<file path="src/rtl/alu_slice_pkg.sv">
package alu_slice_pkg;

  typedef enum logic [2:0] {
    OP_NONE0 = 3'b000,
    OP_NONE1 = 3'b001,
    OP_NONE2 = 3'b010,
    OP_SLT   = 3'b011,
    OP_AND   = 3'b100,
    OP_OR    = 3'b101,
    OP_ADD   = 3'b110,
    OP_SUB   = 3'b111
  } alu_op_e;

  typedef enum logic [2:0] {
    PICK_AND  = 3'd0,
    PICK_OR   = 3'd1,
    PICK_SUM  = 3'd2,
    PICK_LESS = 3'd3,
    PICK_NONE = 3'd4
  } cell_pick_e;

  typedef struct packed {
    logic       invert_b;   // XOR control on every B bit, also carry-in
    logic       arith;      // adder path feeds the overflow flag
    cell_pick_e pick;       // per-cell output selection
  } alu_ctrl_t;

  // Decode the three-bit code into cell controls.
  function automatic alu_ctrl_t decode_op(input logic [2:0] code);
    alu_ctrl_t c;
    c.invert_b = 1'b0;
    c.arith    = 1'b0;
    c.pick     = PICK_NONE;
    case (code)
      OP_AND: c.pick = PICK_AND;
      OP_OR:  c.pick = PICK_OR;
      OP_ADD: begin c.pick = PICK_SUM;  c.arith = 1'b1; end
      OP_SUB: begin c.pick = PICK_SUM;  c.arith = 1'b1; c.invert_b = 1'b1; end
      OP_SLT: begin c.pick = PICK_LESS; c.arith = 1'b1; c.invert_b = 1'b1; end
      default: c.pick = PICK_NONE;
    endcase
    return c;
  endfunction

  // Sign rule: equal operand signs and a differing sum sign.
  function automatic logic sign_overflow(input logic a_msb,
                                         input logic b_eff_msb,
                                         input logic sum_msb);
    return (a_msb == b_eff_msb) && (sum_msb != a_msb);
  endfunction

  // One-bit full adder pieces.
  function automatic logic fa_sum(input logic x, input logic y, input logic ci);
    return x ^ y ^ ci;
  endfunction

  function automatic logic fa_carry(input logic x, input logic y, input logic ci);
    return (x & y) | (x & ci) | (y & ci);
  endfunction

endpackage

</file>
<file path="src/rtl/alu_op_decode.sv">
module alu_op_decode
  import alu_slice_pkg::*;
(
  input  logic [2:0] op_code,
  output alu_ctrl_t  ctrl
);

  always_comb begin
    ctrl = decode_op(op_code);
  end

  // compare must run on the inverting subtract path
  always_comb begin
    if (op_code == OP_SLT) begin
      p_slt_uses_sub_r8: assert (ctrl.invert_b && ctrl.arith);
    end
  end

endmodule

</file>
<file path="src/rtl/alu_bit_cell.sv">
module alu_bit_cell
  import alu_slice_pkg::*;
(
  input  logic       a_bit,
  input  logic       b_bit,
  input  logic       invert_b,
  input  logic       carry_in,
  input  logic       less_in,
  input  cell_pick_e pick,
  output logic       res_bit,
  output logic       sum_bit,
  output logic       carry_out
);

  logic b_eff;
  logic and_bit;
  logic or_bit;
  logic logic_bit;

  assign b_eff     = b_bit ^ invert_b;
  assign and_bit   = a_bit & b_bit;
  assign or_bit    = a_bit | b_bit;
  assign sum_bit   = fa_sum(a_bit, b_eff, carry_in);
  assign carry_out = fa_carry(a_bit, b_eff, carry_in);

  // First selector: logical pair.
  assign logic_bit = (pick == PICK_OR) ? or_bit : and_bit;

  // Second selector in series: logical, sum, or fed-back compare.
  always_comb begin
    case (pick)
      PICK_AND, PICK_OR: res_bit = logic_bit;
      PICK_SUM:          res_bit = sum_bit;
      PICK_LESS:         res_bit = less_in;
      default:           res_bit = 1'b0;
    endcase
  end

  // the cell output matches the chosen logic function
  always_comb begin
    if (pick == PICK_AND) begin
      p_cell_and_r1: assert (res_bit == (a_bit & b_bit));
    end
    if (pick == PICK_OR) begin
      p_cell_or_r2: assert (res_bit == (a_bit | b_bit));
    end
  end

endmodule

</file>
<file path="src/rtl/alu_zero_detect.sv">
module alu_zero_detect #(
  parameter int WIDTH = 32
) (
  input  logic [WIDTH-1:0] value,
  output logic             is_zero
);

  localparam int PAIRS = (WIDTH + 1) / 2;

  logic [PAIRS-1:0] pair_any;

  // First level of the OR tree over bit pairs.
  for (genvar p = 0; p < PAIRS; p++) begin : g_pair
    if (2 * p + 1 < WIDTH) begin : g_two
      assign pair_any[p] = value[2*p] | value[2*p+1];
    end else begin : g_one
      assign pair_any[p] = value[2*p];
    end
  end

  assign is_zero = ~|pair_any;

endmodule

</file>
<file path="src/rtl/alu_slice.sv">
module alu_slice
  import alu_slice_pkg::*;
#(
  parameter int WIDTH = 32
) (
  input  logic [2:0]       op_code,
  input  logic [WIDTH-1:0] opnd_a,
  input  logic [WIDTH-1:0] opnd_b,
  output logic [WIDTH-1:0] result,
  output logic             zero_flag,
  output logic             ovf_flag
);

  localparam int MSB = WIDTH - 1;

  alu_ctrl_t  ctrl;
  logic       carry [WIDTH+1];
  logic [MSB:0] sum_vec;
  logic       diff_sign;      // sign of the adder output, fed back for compare
  logic       b_eff_msb;
  logic       carry_into_msb;
  logic       carry_out_msb;
  logic       ovf_raw;

  alu_op_decode u_decode (
    .op_code (op_code),
    .ctrl    (ctrl)
  );

  assign carry[0] = ctrl.invert_b;

  for (genvar i = 0; i < WIDTH; i++) begin : g_cell
    logic less_i;
    if (i == 0) begin : g_lsb
      assign less_i = diff_sign;
    end else begin : g_upper
      assign less_i = 1'b0;
    end
    alu_bit_cell u_cell (
      .a_bit     (opnd_a[i]),
      .b_bit     (opnd_b[i]),
      .invert_b  (ctrl.invert_b),
      .carry_in  (carry[i]),
      .less_in   (less_i),
      .pick      (ctrl.pick),
      .res_bit   (result[i]),
      .sum_bit   (sum_vec[i]),
      .carry_out (carry[i+1])
    );
  end

  assign diff_sign      = sum_vec[MSB];
  assign b_eff_msb      = opnd_b[MSB] ^ ctrl.invert_b;
  assign carry_into_msb = carry[MSB];
  assign carry_out_msb  = carry[WIDTH];
  assign ovf_raw        = sign_overflow(opnd_a[MSB], b_eff_msb, diff_sign);
  assign ovf_flag       = ctrl.arith & ovf_raw;

  alu_zero_detect #(.WIDTH(WIDTH)) u_zero (
    .value   (result),
    .is_zero (zero_flag)
  );

  always_comb begin
    // sign rule agrees with the carry pair across the top cell
    if (ctrl.arith) begin
      p_ovf_carry_r7: assert (ovf_flag == (carry_into_msb ^ carry_out_msb));
    end
    // logic functions never flag overflow
    if (op_code == OP_AND || op_code == OP_OR) begin
      p_no_ovf_logic_r9: assert (!ovf_flag);
    end
    // ripple chain equals the native sum
    if (op_code == OP_ADD) begin
      p_add_value_r3: assert (result == opnd_a + opnd_b);
    end
    // subtract gives zero exactly on equal operands
    if (op_code == OP_SUB) begin
      p_sub_value_r4: assert (result == opnd_a - opnd_b);
      p_sub_zero_r6: assert (zero_flag == (opnd_a == opnd_b));
    end
    // compare clears every bit above bit 0
    if (op_code == OP_SLT) begin
      p_slt_upper_r5: assert (result[MSB:1] == '0);
    end
    // unused codes produce nothing
    if (op_code[2] == 1'b0 && op_code != OP_SLT) begin
      p_unused_r10: assert (zero_flag && !ovf_flag);
    end
  end

endmodule

</file>
<file path="config.mk">
export PLATFORM = sky130hd
export DESIGN_NAME = alu_slice
export DESIGN_NICKNAME = d
export VERILOG_FILES = /design/src/rtl/alu_slice_pkg.sv /design/src/rtl/alu_op_decode.sv /design/src/rtl/alu_bit_cell.sv /design/src/rtl/alu_zero_detect.sv /design/src/rtl/alu_slice.sv
export SDC_FILE = /design/constraint.sdc
export NUM_CORES = 1
export LEC_CHECK = 0
export ABC_AREA = 1
export BUFFER_PORTS_ARGS = -buffer_cell sky130_fd_sc_hd__buf_4
export CAP_MARGIN = 20
export CORE_ASPECT_RATIO = 1.2
export CORE_MARGIN = 5
export CORE_UTILIZATION = 45
export DETAILED_ROUTE_END_ITERATION = 7
export PLACE_DENSITY = 0.82
export SLEW_MARGIN = 20
export SYNTH_ARGS = -nofsm -noshare
export SYNTH_HDL_FRONTEND = slang
export SYNTH_SLANG_ARGS = --single-unit
</file>
<file path="constraint.sdc">
create_clock -name vclk -period 20.8
set_clock_uncertainty 0.05 [all_clocks]
set_input_delay 4.16 -clock vclk [all_inputs]
set_output_delay 4.16 -clock vclk [all_outputs]
set_load 0.005 [all_outputs]
</file>
-- Word level (Yosys, flattened, before mapping)
Index checks and enable logic that the tools add are counted.
W data, S select, Z words.
- bits in registers: 0
- bits of input ports: 67
- logic and storage cells: 417
- eq/ne operators: 10
- mux-type cells: 67
- bitwise gates (word level): 332
- reductions and logical operators: 8
- operators with widths (operator ; number):
    $and A1 B1 Y1 ; 126
    $or A1 B1 Y1 ; 110
    $xor A1 B1 Y1 ; 96
    $pmux W1 S2 ; 31
    $mux W1 ; 34
    $reduce_or A16 Y1 ; 1
    $eq A3 B3 Y1 const B ; 4
    $pmux W3 S4 ; 1
    $eq A3 B2 Y1 const B ; 3
    $reduce_or A2 Y1 ; 3
    $eq A3 B1 Y1 const B ; 1
    $logic_not A3 Y1 ; 1
    $pmux W1 S3 ; 1
    $reduce_or A3 Y1 ; 1
    $eq A1 B1 Y1 ; 1
    $logic_and A1 B1 Y1 ; 1
    $logic_not A1 Y1 ; 1
    $ne A1 B1 Y1 ; 1

-- Longest topological paths before layout
Gate-level depths: netlist of the first run.
- depth after elaboration: 102
- mapped depth: 44
- gate-level depth less buffers: 43

-- By module
A second synthesis of the first run with hierarchy kept.
- cells, all modules: 628
- area total of the unflattened synthesis: 3128.0 µm²
- by module, submodules not included (module ; instances ; cells an instance ; area each (µm²) ; seq. area each (µm²)):
    alu_bit_cell ; 32 ; 18 ; 91.3 ; 0.0
    alu_zero_detect ; 1 ; 31 ; 116.4 ; 0.0
    alu_slice ; 1 ; 12 ; 47.5 ; 0.0
    alu_op_decode ; 1 ; 9 ; 41.3 ; 0.0

-- Worst setup path before layout of the first run
Ideal clock, no wire load.
- path kind: input -> output
- from: input port op_code[1]
- to: output port zero_flag
- arrival: 16199 ps
- required time: 16590 ps
- slack: 391 ps
- stages: 43
- cells stage by stage: nand2_2 -> buf_2 -> xor2_1 -> fa_1 -> fa_1 -> inv_1 -> fa_1 -> fa_1 -> fa_1 -> fa_1 -> fa_1 -> fa_1 -> fa_1 -> fa_1 -> fa_1 -> fa_1 -> fa_1 -> fa_1 -> [... 7 more ...] -> fa_1 -> fa_1 -> fa_1 -> inv_1 -> fa_1 -> inv_1 -> fa_1 -> fa_1 -> fa_1 -> fa_1 -> fa_1 -> nand2_1 -> o21ai_0 -> nor2_1 -> nand2_1 -> nor2_1 -> nand2_1 -> nor2_1
- elaborated cells on any way between the ends: 347
- classes of those cells: eq/ne (8); mux (66); bitwise (267); reduce/logical (6)
- RTL lines (element ; RTL line ; RTL):
    start, declared ; alu_slice.sv:6 ; input logic [2:0] op_code,
    $eq A3 B3 Y1 or $eq A3 B2 Y1 (tied branches) ; alu_slice_pkg.sv:34 ; case (code)
    $reduce_or A2 Y1 (no line) ; - ;
    $mux W1 ; alu_slice_pkg.sv:34 ;
    $xor A1 B1 Y1 ; alu_bit_cell.sv:20 ; assign b_eff = b_bit ^ invert_b;
    $and A1 B1 Y1 ; alu_slice_pkg.sv:58 ; return (x & y) | (x & ci) | (y & ci);
    $or A1 B1 Y1 (2 in series) ; alu_slice_pkg.sv:58 ;
    $and A1 B1 Y1 ; alu_slice_pkg.sv:58 ;
    $or A1 B1 Y1 (2 in series) ; alu_slice_pkg.sv:58 ;
    [... 81 more ...] ; - ;
    $and A1 B1 Y1 ; alu_slice_pkg.sv:58 ;
    $or A1 B1 Y1 (2 in series) ; alu_slice_pkg.sv:58 ;
    $xor A1 B1 Y1 ; alu_slice_pkg.sv:54 ; return x ^ y ^ ci;
    $pmux W1 S2 (*) ; alu_bit_cell.sv:31 ; case (pick)
    via g_cell[30].u_cell.res_bit ; alu_bit_cell.sv:10 ; output logic res_bit,
    $or A1 B1 Y1 (*) ; alu_zero_detect.sv:15 ; assign pair_any[p] = value[2*p] | value[2*p+1];
    $reduce_or A16 Y1 (*) ; alu_zero_detect.sv:21 ; assign is_zero = ~|pair_any;
    $logic_not A1 Y1 (*) ; alu_zero_detect.sv:21 ;
    end, declared ; alu_slice.sv:10 ; output logic zero_flag,
The timed path passes the listed nets; every way through them passes the cells marked *.

-- Final worst setup path of the first run
- from: input port opnd_b[0]
- to: output port zero_flag
- longest elaborated chain between the ends: 99
- elaborated cells on any way between the ends: 211
- classes of those cells: mux (33); bitwise (176); reduce/logical (2)
- RTL lines (element ; RTL line ; RTL):
    start, declared ; alu_slice.sv:8 ; input logic [WIDTH-1:0] opnd_b,
    $xor A1 B1 Y1 ; alu_bit_cell.sv:20 ;
    $and A1 B1 Y1 ; alu_slice_pkg.sv:58 ;
    $or A1 B1 Y1 (2 in series) ; alu_slice_pkg.sv:58 ;
    $and A1 B1 Y1 ; alu_slice_pkg.sv:58 ;
    $or A1 B1 Y1 (2 in series) ; alu_slice_pkg.sv:58 ;
    $and A1 B1 Y1 ; alu_slice_pkg.sv:58 ;
    $or A1 B1 Y1 (2 in series) ; alu_slice_pkg.sv:58 ;
    $and A1 B1 Y1 ; alu_slice_pkg.sv:58 ;
    [... 78 more ...] ; - ;
    $or A1 B1 Y1 (2 in series) ; alu_slice_pkg.sv:58 ;
    $and A1 B1 Y1 ; alu_slice_pkg.sv:58 ;
    $or A1 B1 Y1 (2 in series) ; alu_slice_pkg.sv:58 ;
    $xor A1 B1 Y1 ; alu_slice_pkg.sv:54 ;
    $pmux W1 S3 or $pmux W1 S2 (tied branches) ; alu_bit_cell.sv:31 ;
    $or A1 B1 Y1 ; alu_zero_detect.sv:15 ;
    $reduce_or A16 Y1 (*) ; alu_zero_detect.sv:21 ;
    $logic_not A1 Y1 (*) ; alu_zero_detect.sv:21 ;
Mark *: on every way between the ends. The rest lies on a longest branch, timed or not.

==> impl_metrics.ini, run 1 <==
[status]
status = finished, final reports clean

[yosys]
synthMuxAreaShare_pct = 0
postSynthAreaPerCell_um2 = 6.57
synthAdderAreaFrac_pct = 28.5
synth_area_leader_cell = fa_1
synth_area_leaders = fa_1, buf_4, nand2_1, xnor2_1, nor2_1
synth_top_area_share_pct = 27.4
syn_nets = 433
synth_xor_area_share_pct = 12.0
synth_simple_gate_area_share_pct = 21.0
synth.distinct_cells = 20
syn-instance-count = 334
synth_area_um2 = 2190
synth_compound_area_share_pct = 17.7
yosys_warnings = 0
synth_seq_area_share_pct = 0
synth_top_family_by_area = adder cells

[drt]
drc_errors = 0
firstDrtPassIters = 4
via_per_inst = 5.13
ant_nets = 0
via_count = 2322
finalWirelength_um = 6090
dr.first_iter.drc_count = 146
routedWlPerCell_um = 13.4

[timing]
clock.fmax_mhz = 48.9
relSlewSlack_pct = 68.5
worstMarginPinSlew_ns = 0.471
setup_viol = 0
fin_crit_sh_pct = 98.2
hold_viol = 0
finalMaxSlewViolations = 0
min_period_ns = 20.43

[global_routing]
antenna_found_initial = 0
grt_pass1_wl_um = 10200
grt_pass1_vias = 2343
grt_max_degree = 40
grt_remaining_overflow = 0
grt_use_total_pct = 19.2

[worst_setup_path]
crit_fanout = 3
slowest_stage = fa_1
cp-start-kind = primary input
cpMostUsedCell = fa_1
worstPathArrival_ns = 16.22
cp-end-kind = output pin
cp.required_ns = 16.59
crit_type = in2out
slowest_delay_ns = 0.44

[final_layout]
area_delta_synth_final_pct = 27.0
seq_cell_count = 0
multiInputGateArea_um2 = 1790
final_nets = 496
clkbuf_count = 0
final_util_pct = 59.8
final_common_cell = buf_4
drive_gt1_share_pct = 32.7
n_antenna_cell = 0
layout_common_cells = buf_4, nand2_1, nor2_1
fillCellCount = 468
register_area_um2 = 0

[min_path]
hp-class = in2out

[pwr]
vdd_drop_max_uv = 14.1
power_uw = 86.4
leakagePower_uw = 0.00139
powerDensity_nw_per_um2 = 31.0

[die]
die_h_um = 86.5
ios = 101
rows = 27
fp.dieW_um = 73.8
start_util_pct = 47.1
coreArea_um2 = 4660
die_area_um2 = 6380

[place]
gp_congestion = 0.855
io_buffer_count = 101
hpwl_um = 5090

[clocking]
postCtsHoldBufs = 0
post_cts_buffers = 0

[run]
max_cap_violations = 0
==> power breakdown <==
part           internal, uW  switching [uW]  total [uW]
sequential                0               0           0
clock                     0               0           0
combinational          42.5            43.9        86.4
total                  42.5            43.9        86.4
==> Yosys cell counts <==
cell type / n
nand2_1: 65
inv_1: 28
o22ai_1: 2
buf_6: 4
buf_2: 8
a221oi_1: 1
nand3_1: 7
inv_2: 5
nand2_2: 1
xor2_1: 4
or2_2: 1
buf_4: 33
o21ai_0: 22
o211ai_2: 1
fa_1: 30
xnor2_1: 26
ha_1: 2
nor2_1: 45
a21oi_1: 29
o21ai_1: 20
==> per-layer routing <==
metal	vias up	wire, um	track usage [%]	share of wire [%]
met4	0	78	3.29	1.3
met5	-	0	0	0
li1	1135	-	-	-
met1	1076	2310	24.0	38
met2	105	3070	34.8	50
met3	6	632	2.78	10
==> final timing paths <==
path | start | to | slack [ns] | cells after the start
worst min-delay path | opnd_a[31] | ovf_flag | 8.57 | 3
worst max-delay path | opnd_b[0] | zero_flag | 0.37 | 45
==> layout make-up <==
type / instances / area share, %
Multi-Input combinational cell: 256 / 64.3
Timing Repair Buffer: 106 / 28.7
Inverter: 33 / 4.44
Tap cell: 58 / 2.60
==> critical path: cells and delay by family <==
family                     cells  cell delay, ns
buffers and inverters          6            0.55
and+or+nand+nor                7            0.60
adders and majority gates     30           10.72
AOI/OAI and AO/OA              2            0.18
==> through the flow <==
| stage | hold WS (ns) | setup TNS [ns] | std cells | cell area [um2] | setup WS (ns) |
|---|---|---|---|---|---|
| after floorplan | 8.34 | 0 | 334 | 2190 | 0.391 |
| after global routing | 8.58 | -0.0272 | 453 | 2790 | -0.0272 |
| after CTS | 8.57 | 0 | 453 | 2760 | 0.00634 |
| after global placement | 8.57 | 0 | 453 | 2730 | 0.0567 |
| final | 8.57 | 0 | 453 | 2790 | 0.371 |
| after detailed placement | 8.57 | -0.185 | 453 | 2730 | -0.185 |
==> logic make-up (layout without fill, tap and decap cells) <==
| kind of cell | count (synthesis) | count (layout) |
|---|---|---|
| xor gates and xnor gates | 30 | 30 |
| buffers and inverters | 78 | 139 |
| and+or+nand+nor | 119 | 119 |
| adders and majority gates | 32 | 32 |
| AOI/OAI and AO/OA | 75 | 75 |
==> timing repair <==
item,CTS,global route
endpoints found under the setup margin,1,5
resized for setup,8,10
pin swaps,1,3
(Power assumes the default switching activity.)
==> inputs of run 2 (changes only) <==
CELL_PAD_IN_SITES_DETAIL_PLACEMENT = 0   (was not set)
CELL_PAD_IN_SITES_GLOBAL_PLACEMENT = 1   (was not set)
CORE_UTILIZATION = 30   (was 45)
==> impl_metrics.ini, run 2 (synthesized netlist as in run 1, its figures left out) <==
[status]
status = finished, final reports clean

[final_layout]
seq_cell_count = 0
clkbuf_count = 0
final_nets = 499
n_antenna_cell = 0
drive_gt1_share_pct = 33.9
fillCellCount = 797
register_area_um2 = 0
area_delta_synth_final_pct = 29.7
layout_common_cells = buf_4, nand2_1, nor2_1
final_common_cell = buf_4

[drt]
firstDrtPassIters = 4
via_per_inst = 4.63
dr.first_iter.drc_count = 45
routedWlPerCell_um = 12.7
ant_nets = 0
finalWirelength_um = 6220
via_count = 2258
drc_errors = 0

[timing]
fin_crit_sh_pct = 97.8
setup_viol = 0
relSlewSlack_pct = 68.7
worstMarginPinSlew_ns = 0.468
clock.fmax_mhz = 49.2
fin_ws_ns = 0.458
hold_viol = 0
tns_ns = 0
min_period_ns = 20.34
finalMaxSlewViolations = 0
rsz0062_at_grt = false

[die]
die_h_um = 104
fp.dieW_um = 88.1
coreArea_um2 = 7190
start_util_pct = 30.5
die_area_um2 = 9130
rows = 34
ios = 101

[worst_setup_path]
cp_top_family = adder cells
crit_fanout = 4
slowest_delay_ns = 0.43
crit_type = in2out
cp.required_ns = 16.59
worstPathArrival_ns = 16.13
cpMostUsedCell = fa_1
critPathBufInv = 5
cp-end-kind = output pin
slowest_stage = fa_1
cp-start-kind = primary input

[clocking]
post_cts_buffers = 0
postCtsHoldBufs = 0

[pwr]
leakagePower_uw = 0.00140
vdd_drop_max_uv = 10.8
power_uw = 86.2
powerDensity_nw_per_um2 = 30.3

[global_routing]
grt_pass1_vias = 2216
antenna_found_initial = 0
grt_max_degree = 40
grt_remaining_overflow = 0
grt_pass1_wl_um = 9960
grt_use_total_pct = 12.9

[place]
place_ws_ns = -0.151
hpwl_um = 5220
io_buffer_count = 101
gp_congestion = 0.771

[run]
max_cap_violations = 0

[min_path]
hp-class = in2out
==> run 2: final cells by class <==
| cell class | instances | area (um2) | share of cell area [%] |
|---|---|---|---|
| Tap cell | 90 | 113 | 3.96 |
| Timing Repair Buffer | 109 | 818 | 28.7 |
| Multi-Input combinational cell | 256 | 1790 | 62.9 |
| Inverter | 33 | 124 | 4.35 |
==> run 2: path summary, 6_finish.rpt <==
check,to,cells past startpoint,startpoint
setup / recovery,zero_flag,44,op_code[1]
hold / removal,ovf_flag,3,opnd_a[31]
==> run 2: power by group <==
part	leakage (uW)	internal [uW]	switching [uW]
combinational	0.00140	42.6	43.6
clock	0	0	0
sequential	0	0	0
total	0.00140	42.6	43.6
==> run 2: metal layers <==
| metal | vias up | track usage (%) | part of all wire [%] |
|---|---|---|---|
| li1 | 1145 | - | - |
| met1 | 1039 | 16.4 | 40 |
| met2 | 70 | 23.2 | 50 |
| met3 | 4 | 2.54 | 8.9 |
| met4 | 0 | 0.972 | 0.47 |
| met5 | - | 0 | 0 |
==> run 2: timing repair <==
| action | in CTS | in global routing |
|---|---|---|
| setup endpoints to repair | 1 | 4 |
| pin swaps | 1 | 3 |
| resized for setup | 8 | 12 |
| endpoints found under the hold margin | 0 | 0 |
==> run 2: metrics by stage <==
stage               instance area [um2]  utilization (%)  hold slack (ns)  std cells
floorplan                          2190                -             8.34        334
global placement                   2790             38.8             8.58        488
detailed placement                 2790             38.8             8.57        488
CTS                                2820             39.2             8.57        488
global route                       2850             39.6             8.59        488
finish                             2850             39.6             8.57        488
